### config.mk
export PLATFORM = sky130hd
export DESIGN_NAME = dmac_regs
export DESIGN_NICKNAME = d
export VERILOG_FILES = /design/src/rtl/dmac_pkg.sv /design/src/rtl/dmac_byteptr.sv /design/src/rtl/dmac_chan.sv /design/src/rtl/dmac_regs.sv
export SDC_FILE = /design/constraint.sdc
export NUM_CORES = 1
export LEC_CHECK = 0
export BUFFER_PORTS_ARGS = -buffer_cell sky130_fd_sc_hd__buf_2
export CAP_MARGIN = 5
export CORE_ASPECT_RATIO = 2
export CORE_MARGIN = 2
export CORE_UTILIZATION = 51
export DETAILED_ROUTE_END_ITERATION = 8
export PLACE_DENSITY = 0.78
export SLEW_MARGIN = 20
export SYNTH_ARGS = -nofsm -noshare
export SYNTH_HDL_FRONTEND = slang
export SYNTH_SLANG_ARGS = --single-unit
### constraint.sdc
create_clock -name clk -period 4.15 [get_ports clk]
set_input_delay 0.83 -clock clk [delete_from_list [all_inputs] [get_ports clk]]
set_output_delay 0.83 -clock clk [all_outputs]
set_load 0.01 [all_outputs]
### src/rtl/dmac_pkg.sv
package dmac_pkg;

    localparam int AW  = 5;
    localparam int DW  = 8;
    localparam int RW  = 2 * DW;
    localparam int MW  = DW - 2;
    localparam int CHW = 2;

    localparam logic [AW-1:0] OFS_MODE   = 5'h08;
    localparam logic [AW-1:0] OFS_CLRPTR = 5'h09;
    localparam logic [AW-1:0] OFS_PAGE   = 5'h10;
    localparam logic [AW-1:0] OFS_HIPG   = 5'h18;

    typedef enum logic [2:0] {
        ACC_NONE,
        ACC_ADDR,
        ACC_CNT,
        ACC_MODE,
        ACC_CLR,
        ACC_PAGE,
        ACC_HIPG
    } acc_e;

    typedef struct packed {
        acc_e            kind;
        logic [CHW-1:0]  ch;
        logic            wr;
        logic            rd;
        logic [DW-1:0]   data;
    } acc_t;

    // Classify one bus access. Writes win over reads.
    function automatic acc_t decode_access(
        input logic          wr,
        input logic          rd,
        input logic [AW-1:0] a,
        input logic [DW-1:0] d,
        input int            nch
    );
        acc_t r;
        r.kind = ACC_NONE;
        r.ch   = '0;
        r.wr   = wr;
        r.rd   = rd & ~wr;
        r.data = d;
        if (wr || rd) begin
            if (a < AW'(2 * nch)) begin
                r.kind = a[0] ? ACC_CNT : ACC_ADDR;
                r.ch   = a[CHW:1];
            end else if (wr && a == OFS_MODE) begin
                r.kind = ACC_MODE;
                r.ch   = d[CHW-1:0];
            end else if (wr && a == OFS_CLRPTR) begin
                r.kind = ACC_CLR;
            end else if (a[AW-1:AW-2] == OFS_PAGE[AW-1:AW-2] && int'(a[2:0]) < nch) begin
                r.kind = ACC_PAGE;
                r.ch   = a[CHW-1:0];
            end else if (a[AW-1:AW-2] == OFS_HIPG[AW-1:AW-2] && int'(a[2:0]) < nch) begin
                r.kind = ACC_HIPG;
                r.ch   = a[CHW-1:0];
            end
        end
        return r;
    endfunction

    function automatic logic is_byte_port(input acc_e k);
        return (k == ACC_ADDR) || (k == ACC_CNT);
    endfunction

endpackage

### src/rtl/dmac_byteptr.sv
module dmac_byteptr (
    input  logic clk,
    input  logic rst,
    input  logic toggle,
    input  logic clear,
    output logic ptr_hi
);
    always_ff @(posedge clk) begin
        if (rst || clear) begin
            ptr_hi <= 1'b0;
        end else if (toggle) begin
            ptr_hi <= ~ptr_hi;
        end
    end
endmodule

### src/rtl/dmac_chan.sv
module dmac_chan
    import dmac_pkg::*;
#(
    parameter int BW = DW,
    parameter int CW = RW,
    parameter int MODEW = MW
) (
    input  logic             clk,
    input  logic             rst,
    input  logic             hit,
    input  acc_e             kind,
    input  logic [BW-1:0]    wdata,
    input  logic             ptr_hi,
    input  logic             step,
    output logic [2*CW-1:0]  cur_addr,
    output logic [CW-1:0]    cur_cnt,
    output logic [CW-1:0]    base_addr,
    output logic [CW-1:0]    base_cnt,
    output logic [BW-1:0]    page,
    output logic [BW-1:0]    hipg,
    output logic [MODEW-1:0] mode,
    output logic             wide
);
    localparam int HI  = BW;
    localparam int PGL = CW;
    localparam int HPL = CW + BW;

    always_ff @(posedge clk) begin
        if (rst) begin
            cur_addr  <= '0;
            cur_cnt   <= '0;
            base_addr <= '0;
            base_cnt  <= '0;
            page      <= '0;
            hipg      <= '0;
            mode      <= '0;
            wide      <= 1'b0;
        end else begin
            if (hit && kind == ACC_ADDR) begin
                if (ptr_hi) begin
                    base_addr[HI +: BW] <= wdata;
                    cur_addr[HI +: BW]  <= wdata;
                end else begin
                    base_addr[0 +: BW]  <= wdata;
                    cur_addr[0 +: BW]   <= wdata;
                end
            end else if (hit && kind == ACC_CNT) begin
                if (ptr_hi) begin
                    base_cnt[HI +: BW]  <= wdata;
                    cur_cnt[HI +: BW]   <= wdata;
                end else begin
                    base_cnt[0 +: BW]   <= wdata;
                    cur_cnt[0 +: BW]    <= wdata;
                end
            end else if (hit && kind == ACC_PAGE) begin
                page                <= wdata;
                cur_addr[PGL +: BW] <= wdata;
                wide                <= 1'b0;
            end else if (hit && kind == ACC_HIPG) begin
                hipg                <= wdata;
                cur_addr[HPL +: BW] <= wdata;
                wide                <= 1'b1;
            end else if (step) begin
                cur_cnt <= cur_cnt - CW'(1);
                if (wide) begin
                    cur_addr <= cur_addr + (2*CW)'(1);
                end else begin
                    cur_addr[CW-1:0] <= cur_addr[CW-1:0] + CW'(1);
                end
            end
            if (hit && kind == ACC_MODE) begin
                mode <= wdata[BW-1:BW-MODEW];
            end
        end
    end
endmodule

### src/rtl/dmac_regs.sv
module dmac_regs
    import dmac_pkg::*;
#(
    parameter int NCH = 4
) (
    input  logic               clk,
    input  logic               rst,
    input  logic               io_wr,
    input  logic               io_rd,
    input  logic [AW-1:0]      io_addr,
    input  logic [DW-1:0]      io_wdata,
    output logic [DW-1:0]      io_rdata,
    input  logic [NCH-1:0]     eng_step,
    output logic [NCH*2*RW-1:0] ch_addr,
    output logic [NCH*RW-1:0]  ch_count,
    output logic [NCH*RW-1:0]  ch_base_addr,
    output logic [NCH*RW-1:0]  ch_base_count,
    output logic [NCH*MW-1:0]  ch_mode,
    output logic [NCH-1:0]     ch_wide
);
    localparam int AFW = 2 * RW;

    acc_t acc;
    logic ptr_hi;

    logic [AFW-1:0] cur_a  [NCH];
    logic [RW-1:0]  cnt_a  [NCH];
    logic [DW-1:0]  page_a [NCH];
    logic [DW-1:0]  hipg_a [NCH];

    always_comb acc = decode_access(io_wr, io_rd, io_addr, io_wdata, NCH);

    dmac_byteptr u_ptr (
        .clk    (clk),
        .rst    (rst),
        .toggle (is_byte_port(acc.kind)),
        .clear  (acc.kind == ACC_CLR),
        .ptr_hi (ptr_hi)
    );

    for (genvar g = 0; g < NCH; g++) begin : g_ch
        logic hit;
        assign hit = acc.wr && (acc.ch == CHW'(g));

        dmac_chan #(.BW(DW), .CW(RW), .MODEW(MW)) u_chan (
            .clk       (clk),
            .rst       (rst),
            .hit       (hit),
            .kind      (acc.kind),
            .wdata     (acc.data),
            .ptr_hi    (ptr_hi),
            .step      (eng_step[g]),
            .cur_addr  (cur_a[g]),
            .cur_cnt   (cnt_a[g]),
            .base_addr (ch_base_addr[g*RW +: RW]),
            .base_cnt  (ch_base_count[g*RW +: RW]),
            .page      (page_a[g]),
            .hipg      (hipg_a[g]),
            .mode      (ch_mode[g*MW +: MW]),
            .wide      (ch_wide[g])
        );

        assign ch_addr[g*AFW +: AFW] = cur_a[g];
        assign ch_count[g*RW +: RW]  = cnt_a[g];
    end

    always_comb begin
        io_rdata = '0;
        if (acc.rd) begin
            case (acc.kind)
                ACC_ADDR: io_rdata = ptr_hi ? cur_a[acc.ch][DW +: DW] : cur_a[acc.ch][0 +: DW];
                ACC_CNT:  io_rdata = ptr_hi ? cnt_a[acc.ch][DW +: DW] : cnt_a[acc.ch][0 +: DW];
                ACC_PAGE: io_rdata = page_a[acc.ch];
                ACC_HIPG: io_rdata = hipg_a[acc.ch];
                default:  io_rdata = '0;
            endcase
        end
    end
endmodule

==> out/qor.yml <==
status:
  status: "finished clean"
die:
  num_io_pins: 377
  fp.dieW_um: 150
  initial_core_util_pct: 51.4
  coreArea_sq_mm: 0.0424
  die_h_um: 297
  dieArea_sq_mm: 0.0446
  rows: 107
final_layout:
  drive_gt1_share_pct: 24.0
  final_cell_mix: "494 x nand2_1, 412 x dfxtp_1, 371 x buf_2"
  finalNonFillerCells: 3932
  final_common_cell: "nand2_1"
  n_fill_cell: 3791
  nets: 3386
  area_delta_synth_final_pct: 24.8
sta:
  tightest_slew_ps: 1210
  fin_worst_skew_ps: 32.4
  setup_viol_count_final: 0
  finalCriticalPeriod_ps: 4130
  relSlewSlack_pct: 19.4
  drv_slew: 0
  finalCritPeriodShare_pct: 99.6
  grt_setup_unrepaired: "true"
  fin_ws_ps: 17.5
  hold_slack_ps: 454
  hold_viol: 0
  max_freq_ghz: 0.242
power:
  power_leakage_nw: 10.8
  ir_worst_vdd_v: 0.000438
  p_per_area_mw_per_mm2: 362
synth:
  synth_ff_type: "dfxtp_1"
  synth.ff_latch_count: 413
  synthArstFlopShare_pct: 0
  synth_top_cell_by_area: "dfxtp_1"
  syn_nets: 2950
  yosysWarnings: 0
  synth_area_leaders: "dfxtp_1 38%, nand2_1 8.6%, a21oi_1 7.8%"
  synth_edf_count: 0
  synth_top_area_share_pct: 37.9
  synth-seq-area-share_pct: 37.9
  syn_area_per_cell_sq_um: 7.48
  syn_inst: 2917
  synth.distinct_cells: 92
  synth_area_sq_mm: 0.0218
drt:
  dr_total_vias: 25575
  drc: 0
  routed_wl_um: 101000
  wire_per_inst_um: 25.8
  dr.pass1.iters: 6
  ant_nets: 0
  viasPerCell: 6.50
  drt-initial-drc-count: 2260
critical_path:
  crit_top_cell: "buf_4"
  cp.required_ps: 3320
  r2r_setup_slack_ps: 970
  worstSetupPathType: "in2out"
  critPathArrivalTime_ps: 3300
  slowest_delay_ps: 390
  path_buf_inv: 6
  end_kind: "primary output"
  start_kind: "input port"
  crit_fanout: 11
  crit_slowest_cell: "or3_1"
  path_delay_family: "buffers and inverters"
  crit_chain: "buf_2 > buf_4 > nor2_2 > buf_4 > a211oi_2 > or3_1 > buf_6 > buf_4 > o31ai_1 > a21oi_2 > nor3_1 > o32a_1 > a31oi_2 > buf_2"
clocking:
  cts_max_level: 2
  hold_buffers: 0
  cts_buffer_depth: 3
  cts_made_buffers: 38
  cts_tree: "built"
  clk_latency_ps: 590
  root_buffer: "clkbuf_16"
  cts_sinks: 413
  path_clk_slew_ps: 70
global_routing:
  grtUsageMet2_pct: 71.3
  grt.total_usage_pct: 43.7
  grt_pass1_wl_um: 147000
  busiest_layer: "met2"
  grt-ovfl-total: 0
  met1_usage_pct: 45.6
  antenna_found_initial: 7
  use_met3_pct: 10.6
  grt_max_degree: 208
  grt_pass1_vias: 24352
placed_design:
  dp_cells: 3845
  dp_slack_ps: -190
  dp_hpwl_um: 73500
  place.gp.congestion: 1.06
  port_buffers: 376
job:
  drv_cap: 0
min_path:
  hold_path.class: "reg2reg"
-- synthesized netlist by cell type (all sizes together) (7+ instances only) --
library cell and instances:
a22oi 65, buf 67, o22ai 25, a31oi 14, nor3 78, o21a 8, nand3b 7, nor4 11
ha 12, or2 9, or3 42, o41ai 16, nand4 34, a211oi 73, o31ai 57, xor2 8
a221o 7, and2 18, o32ai 9, mux2i 99, and4 8, and3 29, a21oi 341, dfxtp 413
clkbuf 158, inv 38, nor2 301, o21ai 222, nand2 501, a221oi 11, nand2b 10, nand3 116
-- per-layer routing --
metal	up-vias	wire, um
li1	11388	-
met1	12031	33500
met2	1602	47100
met3	548	9360
met4	6	11400
met5	-	45
-- tightest hold or removal path, cell delays in order (launching register included) --
cell and delay (ps):
dfxtp_1 310, nand2_1 50, a21oi_1 50
-- worst paths after layout --
path / from / end / cells after the start
worst max-delay path: io_addr[3] / io_rdata[7] / 14
worst min-delay path: g_ch[0].u_chan.page[2]$_SDFFE_PP0P_ / g_ch[0].u_chan.page[2]$_SDFFE_PP0P_ / 2
worst max register to register: g_ch[3].u_chan.cur_addr[4]$_SDFFE_PP0P_ / g_ch[3].u_chan.cur_addr[29]$_SDFFE_PP0P_ / 7
worst min register to register: g_ch[0].u_chan.page[2]$_SDFFE_PP0P_ / g_ch[0].u_chan.page[2]$_SDFFE_PP0P_ / 2
-- per-stage QoR --
| step | TNS [ps] | power [mW] | area [sq um] | utilization [%] |
|---|---|---|---|---|
| after global placement | -736 | 5.98 | 25400 | 59.8 |
| after CTS | -36.3 | 9.77 | 26900 | 63.3 |
| after global routing | -183 | 10.1 | 27200 | 64.1 |
| after floorplan | -36.9 | 5.29 | 21900 | - |
| after detailed placement | -698 | 6.02 | 25400 | 59.8 |
| final | 0 | 9.85 | 27200 | 64.2 |
-- where the power goes --
group | switching (mW) | total [mW] | internal, mW
Clock | 1.71 | 3.81 | 2.10
Sequential | 0.291 | 4.37 | 4.08
Combinational | 1.05 | 1.67 | 0.620
-- cells by family after synthesis --
kind of cell / share of synthesized area [%]
AO/OA/AOI/OAI: 26.4
AND/OR/NAND/NOR: 24.9
XOR/XNOR: 0.482
multiplexers: 4.59
flip-flops: 37.9
buffers and inverters: 5.09
adder cells (fa/ha/maj): 0.688
-- layout make-up --
| class | instances | area, sq um | share of cell area (%) |
|---|---|---|---|
| flip-flops and latches | 413 | 8270 | 30.4 |
| multi-input cells | 2239 | 12900 | 47.3 |
| clock buffers | 53 | 1080 | 3.96 |
| inverters | 40 | 158 | 0.579 |
| repair buffers | 621 | 3890 | 14.3 |
| well taps | 545 | 682 | 2.50 |
| diodes | 5 | 12.5 | 0.0460 |
| clock inverters | 16 | 251 | 0.924 |
-- sequential cells by signal, summed over array words and instances, names as in the netlist --
| name | flops |
|---|---|
| g_ch.u_chan.cur_addr | 128 |
| g_ch.u_chan.base_addr | 64 |
| g_ch.u_chan.base_cnt | 64 |
| g_ch.u_chan.cur_cnt | 64 |
| g_ch.u_chan.hipg | 32 |
| g_ch.u_chan.page | 32 |
| g_ch.u_chan.mode | 24 |
| g_ch.u_chan.wide | 4 |
| u_ptr.ptr_hi | 1 |
-- what timing repair did --
action / CTS / global route
endpoints found under the setup margin: 8 / 8
gates cloned: 0 / 1
gates resized for setup: 30 / 55
pin swaps: 5 / 24
setup buffers: 3 / 12
(Power assumes the default switching activity.)
